`src/rtl/rtc_alarm_pkg.sv`:
```
package rtc_alarm_pkg;

  localparam int unsigned DEF_DAYS   = 7;
  localparam int unsigned DEF_HOUR_W = 5;
  localparam int unsigned DEF_MIN_W  = 6;

  // Update applied to the alarm flag in one cycle
  typedef enum logic [1:0] {
    FLAG_HOLD = 2'd0,
    FLAG_SET  = 2'd1,
    FLAG_CLR  = 2'd2
  } flag_op_e;

endpackage

```
`src/rtl/rtc_alarm_cmp.sv`:
```
module rtc_alarm_cmp #(
  parameter int unsigned DAYS   = 7,
  parameter int unsigned HOUR_W = 5,
  parameter int unsigned MIN_W  = 6,
  localparam int unsigned WDAY_W = (DAYS > 1) ? $clog2(DAYS) : 1
) (
  input  logic [DAYS-1:0]   wday_mask_i,
  input  logic [HOUR_W-1:0] alm_hour_i,
  input  logic [MIN_W-1:0]  alm_min_i,
  input  logic [WDAY_W-1:0] cur_wday_i,
  input  logic [HOUR_W-1:0] cur_hour_i,
  input  logic [MIN_W-1:0]  cur_min_i,
  output logic              hit_o
);

  logic [DAYS-1:0] day_hit;
  logic            hour_eq;
  logic            min_eq;

  // one decoder slice per weekday
  for (genvar d = 0; d < DAYS; d++) begin : g_day
    assign day_hit[d] = wday_mask_i[d] && (cur_wday_i == WDAY_W'(d));
  end

  assign hour_eq = (cur_hour_i == alm_hour_i);
  assign min_eq  = (cur_min_i == alm_min_i);
  assign hit_o   = (|day_hit) && hour_eq && min_eq;

endmodule

```
`src/rtl/rtc_alarm_edge.sv`:
```
module rtc_alarm_edge (
  input  logic clk_i,
  input  logic rst_ni,
  input  logic tick_i,
  input  logic min_strobe_i,
  input  logic hit_i,
  output logic event_o
);

  logic hit_q, hit_d;
  logic fresh_q, fresh_d;

  // hit is sampled on ticks only; fresh marks a calendar update not yet seen by a tick
  always_comb begin
    hit_d   = hit_q;
    fresh_d = fresh_q;
    if (tick_i) begin
      hit_d   = hit_i;
      fresh_d = 1'b0;
    end else if (min_strobe_i) begin
      fresh_d = 1'b1;
    end
  end

  assign event_o = tick_i && hit_i && (!hit_q || fresh_q || min_strobe_i);

  always_ff @(posedge clk_i or negedge rst_ni) begin
    if (!rst_ni) begin
      hit_q   <= 1'b0;
      fresh_q <= 1'b0;
    end else begin
      hit_q   <= hit_d;
      fresh_q <= fresh_d;
    end
  end

endmodule

```
`src/rtl/rtc_alarm_ctl.sv`:
```
module rtc_alarm_ctl
  import rtc_alarm_pkg::*;
(
  input  logic clk_i,
  input  logic rst_ni,
  input  logic event_i,
  input  logic en_wr_i,
  input  logic en_wdata_i,
  input  logic flag_wr_i,
  input  logic flag_wdata_i,
  output logic flag_o
);

  logic     en_q, en_d;
  logic     flag_q, flag_d;
  flag_op_e op;

  // priority: disarm, then event, then host clear
  always_comb begin
    op = FLAG_HOLD;
    if (en_wr_i && !en_wdata_i)          op = FLAG_CLR;
    else if (event_i && en_q)            op = FLAG_SET;
    else if (flag_wr_i && !flag_wdata_i) op = FLAG_CLR;
  end

  always_comb begin
    en_d = en_q;
    if (en_wr_i) en_d = en_wdata_i;
    unique case (op)
      FLAG_SET: flag_d = 1'b1;
      FLAG_CLR: flag_d = 1'b0;
      default:  flag_d = flag_q;
    endcase
  end

  always_ff @(posedge clk_i or negedge rst_ni) begin
    if (!rst_ni) begin
      en_q   <= 1'b0;
      flag_q <= 1'b0;
    end else begin
      en_q   <= en_d;
      flag_q <= flag_d;
    end
  end

  assign flag_o = flag_q;

endmodule

```
`src/rtl/rtc_alarm_irq.sv`:
```
module rtc_alarm_irq #(
  parameter int unsigned DAYS       = rtc_alarm_pkg::DEF_DAYS,
  parameter int unsigned HOUR_W     = rtc_alarm_pkg::DEF_HOUR_W,
  parameter int unsigned MIN_W      = rtc_alarm_pkg::DEF_MIN_W,
  parameter int unsigned RST_STAGES = 2,
  localparam int unsigned WDAY_W    = (DAYS > 1) ? $clog2(DAYS) : 1
) (
  input  logic              clk_i,
  input  logic              rst_ni,
  input  logic              tick_i,
  input  logic              min_strobe_i,
  input  logic [DAYS-1:0]   alm_wday_mask_i,
  input  logic [HOUR_W-1:0] alm_hour_i,
  input  logic [MIN_W-1:0]  alm_min_i,
  input  logic              en_wr_i,
  input  logic              en_wdata_i,
  input  logic              flag_wr_i,
  input  logic              flag_wdata_i,
  input  logic [WDAY_W-1:0] cur_wday_i,
  input  logic [HOUR_W-1:0] cur_hour_i,
  input  logic [MIN_W-1:0]  cur_min_i,
  output logic              irq_n_o,
  output logic              flag_o
);

  logic [RST_STAGES-1:0] rst_sync_q;
  logic                  rst_int_n;
  logic                  hit;
  logic                  evt;
  logic                  flag;

  // asynchronous assertion, synchronous release
  always_ff @(posedge clk_i or negedge rst_ni) begin
    if (!rst_ni) rst_sync_q <= '0;
    else         rst_sync_q <= {rst_sync_q[RST_STAGES-2:0], 1'b1};
  end
  assign rst_int_n = rst_sync_q[RST_STAGES-1];

  rtc_alarm_cmp #(
    .DAYS   (DAYS),
    .HOUR_W (HOUR_W),
    .MIN_W  (MIN_W)
  ) i_cmp (
    .wday_mask_i (alm_wday_mask_i),
    .alm_hour_i  (alm_hour_i),
    .alm_min_i   (alm_min_i),
    .cur_wday_i  (cur_wday_i),
    .cur_hour_i  (cur_hour_i),
    .cur_min_i   (cur_min_i),
    .hit_o       (hit)
  );

  rtc_alarm_edge i_edge (
    .clk_i        (clk_i),
    .rst_ni       (rst_int_n),
    .tick_i       (tick_i),
    .min_strobe_i (min_strobe_i),
    .hit_i        (hit),
    .event_o      (evt)
  );

  rtc_alarm_ctl i_ctl (
    .clk_i        (clk_i),
    .rst_ni       (rst_int_n),
    .event_i      (evt),
    .en_wr_i      (en_wr_i),
    .en_wdata_i   (en_wdata_i),
    .flag_wr_i    (flag_wr_i),
    .flag_wdata_i (flag_wdata_i),
    .flag_o       (flag)
  );

  assign irq_n_o = ~flag;
  assign flag_o  = flag;

endmodule

```
`config.mk`:
```
export PLATFORM = sky130hd
export DESIGN_NAME = rtc_alarm_irq
export DESIGN_NICKNAME = d
export VERILOG_FILES = /design/src/rtl/rtc_alarm_pkg.sv /design/src/rtl/rtc_alarm_cmp.sv /design/src/rtl/rtc_alarm_edge.sv /design/src/rtl/rtc_alarm_ctl.sv /design/src/rtl/rtc_alarm_irq.sv
export SDC_FILE = /design/constraint.sdc
export NUM_CORES = 1
export LEC_CHECK = 0
export BUFFER_PORTS_ARGS = -buffer_cell sky130_fd_sc_hd__buf_4
export CELL_PAD_IN_SITES_DETAIL_PLACEMENT = 1
export CELL_PAD_IN_SITES_GLOBAL_PLACEMENT = 2
export CORE_MARGIN = 2
export CORE_UTILIZATION = 18
export CTS_CLUSTER_SIZE = 30
export DETAILED_ROUTE_END_ITERATION = 16
export HOLD_SLACK_MARGIN = 0.03
export PLACE_DENSITY_LB_ADDON = 0.1
export SLEW_MARGIN = 20
export SYNTH_ARGS = -nofsm -noshare
export SYNTH_HDL_FRONTEND = slang
export SYNTH_SLANG_ARGS = --single-unit
export TNS_END_PERCENT = 5
```
`constraint.sdc`:
```
create_clock -name clk_i -period 1.8 [get_ports clk_i]
set_clock_uncertainty 0.15 [all_clocks]
set_input_delay 0.18 -clock clk_i [delete_from_list [all_inputs] [get_ports clk_i]]
set_output_delay 0.18 -clock clk_i [all_outputs]
set_load 0.005 [all_outputs]
```
==> impl_metrics.toml <==
[run_status]
status = "finished, final reports clean"

[sta]
layout_min_cycle_time_ns = 1.61
hold_violations = 0
period_share = 0.895
slew_violations = 0
rsz0062_at_grt = "false"
clock.fmax_mhz = 620
setup_viol = 0

[place]
gp_congestion = 0.697
dp_hpwl_um = 1160
numPortBuffers = 41
place_inst = 119

[worst_setup_path]
crit_path_end_kind = "register"
critPathLaunchType = "primary input"
cp_max_fo = 3
worstPathRequired_ns = 1.77
arrival_ns = 1.58
critPathKind = "in -> reg"
worstRegToRegCells = 6

[clocking]
insertion_delay_ns = 0.23
cts_sinks = 6
cts_hold_buffers = 4
path_clk_slew_ns = 0.04
postCtsSetupBuffers = 0
cts_buffers = 3
post_cts_resized = 0
root_buffer = "clkbuf_4"
htree_levels = 1
cts_tree = "done"
clockBufferDepth = 2

[logic_synthesis]
yosysTopAreaCell = "dfrtp_1"
yosysSeqAreaShare = 0.336
synthTopCellsByCount = "xnor2_1 (11), dfrtp_1 (6), inv_1 (3), nand2_1 (3)"
synthArstFlopShare = 1.00
ys_ff_latch = 6
synth_area_per_cell_um2 = 9.50
synth_flop_cell = "dfrtp_1"
ys_types = 23
synthesis.area_um2 = 447
synthTopCellsByArea = "dfrtp_1 (34%), xnor2_1 (22%), mux2_2 (5.0%)"
synthesis.nets = 88
yosysMostFrequentCell = "xnor2_1"
syn_inst = 47
yosys_warnings = 0
synth_edf_count = 0
synth_top_area_share = 0.336

[job]
cap_violations = 0

[power]
netSwitchingPower_w = 0.0000947
power_leakage_nw = 0.417
pwr-share-comb = 0.360
clkPwrFrac = 0.281
swShare = 0.228
p_per_area_mw_per_mm2 = 477
ir_worst_vdd_uv = 211
pwr-share-seq = 0.359
internal-power_w = 0.000321

[routing]
wl_per_cell_um = 9.88
route.met2.wl_um = 648
postRouteAntennaNets = 0
wl_met3_um = 121
met1_length_um = 486
maxUsedRoutingLayer = "met3"
route.detailed.drc = 0
num_vias = 538
via_per_inst = 4.24
drtPass1Iterations = 4
wirelength_um = 1260
dr.first_iter.drc_count = 4

[die]
initial_utilization = 0.185
die_x_um = 53.8
row_count = 18
core_region_area_mm2 = 0.00241
die_area_mm2 = 0.00290
io_pins = 42
die_y_um = 53.8

[final_layout]
final_cells = 127
antenna_cells = 0
final_util = 0.362
synthToLayoutAreaGrowth_pct = 95.2
nNetsFinal = 140
drive_above_1_share = 0.505

[global_route]
grt_pass1_wl_um = 2060
antenna_found_initial = 0
grt_overflow = 0
track_usage = 0.0990
grt_max_degree = 6
grt_pass1_vias = 564

[min_path]
hold_class = "in -> reg"
worst_hold_path.num_cells = 2
-- worst max-delay path: stages --
cell and delay (ns):
buf_4 0.10, nor2b_1 0.12, a2111oi_0 0.42, nor3_1 0.15
a32oi_1 0.20, ha_1 0.27, nand2_1 0.07, o21ai_0 0.07
-- power by group through the flow --
stage | Sequential, W | Combinational, W | Clock (W)
after floorplan | 0.000152 | 0.0000512 | 0
after global placement | 0.000153 | 0.000140 | 0
after detailed placement | 0.000154 | 0.000142 | 0
after CTS | 0.000150 | 0.000151 | 0.000123
after global routing | 0.000151 | 0.000166 | 0.000138
final | 0.000149 | 0.000150 | 0.000117
-- state kept, by name, summed over array words and instances (netlist names) --
register and cells:
i_edge.hit_q 1, i_edge.fresh_q 1, i_ctl.flag_o 1, rst_sync_q 2
i_ctl.en_q 1
-- cell usage in the layout (no fill, tap or decap), types with 2 or more instances in the layout --
cell type      count
nand2_1            3
xnor2_1           11
mux2_2             2
clkbuf_4           3
dlygate4sd3_1      5
nand3_1            2
nor3_1             2
buf_4             42
nand2b_1           2
dfrtp_1            6
inv_1              3
nor2_1             2
-- layer usage --
| metal | track usage | vias up |
|---|---|---|
| met5 | 0 | - |
| met4 | 0.0769 | 0 |
| met3 | 0.0167 | 0 |
| met2 | 0.154 | 26 |
| met1 | 0.120 | 247 |
| li1 | - | 265 |
-- stage by stage --
| stage | instance area [um2] | TNS, ns | setup slack (ns) | hold WS [ns] | power (W) |
|---|---|---|---|---|---|
| 2_1_floorplan | 447 | 0 | 0.184 | -0.266 | 0.000203 |
| 3_3_place_gp | 800 | -0.0265 | -0.0265 | -0.187 | 0.000293 |
| 3_5_place_dp | 800 | -0.0605 | -0.0605 | -0.186 | 0.000295 |
| 4_1_cts | 862 | 0 | 0.190 | 0.0343 | 0.000424 |
| 5_1_grt | 872 | 0 | 0.0384 | 0.0418 | 0.000455 |
| 6_report | 872 | 0 | 0.188 | 0.0557 | 0.000416 |
-- cell type report --
cell class | instances | area [um2]
sequential | 6 | 150
multi-input combinational | 38 | 285
timing repair buffer | 47 | 365
fill | 295 | 1540
tap | 30 | 37.5
clock buffer | 3 | 22.5
inverter | 3 | 11.3
-- final timing paths --
path                               startpoint       endpoint  slack [ns]
setup / recovery           alm_wday_mask_i[0]   i_ctl.flag_o        0.19
hold / removal                        en_wr_i     i_ctl.en_q        0.06
setup reg to reg               i_edge.fresh_q   i_ctl.flag_o        0.32
hold reg to reg                 rst_sync_q[0]  rst_sync_q[1]        0.20
max in group asynchronous       rst_sync_q[1]     i_ctl.en_q        0.88
min in group asynchronous              rst_ni  rst_sync_q[1]        0.12
-- cells by family after synthesis --
kind of cell | synth area share
adders and majority gates | 0.0280
and+or+nand+nor | 0.177
xor gates and xnor gates | 0.216
other | 0.00840
DFF | 0.336
muxes | 0.0728
buffers and inverters | 0.0252
AOI/OAI and AO/OA | 0.137
(Power assumes the default switching activity.)
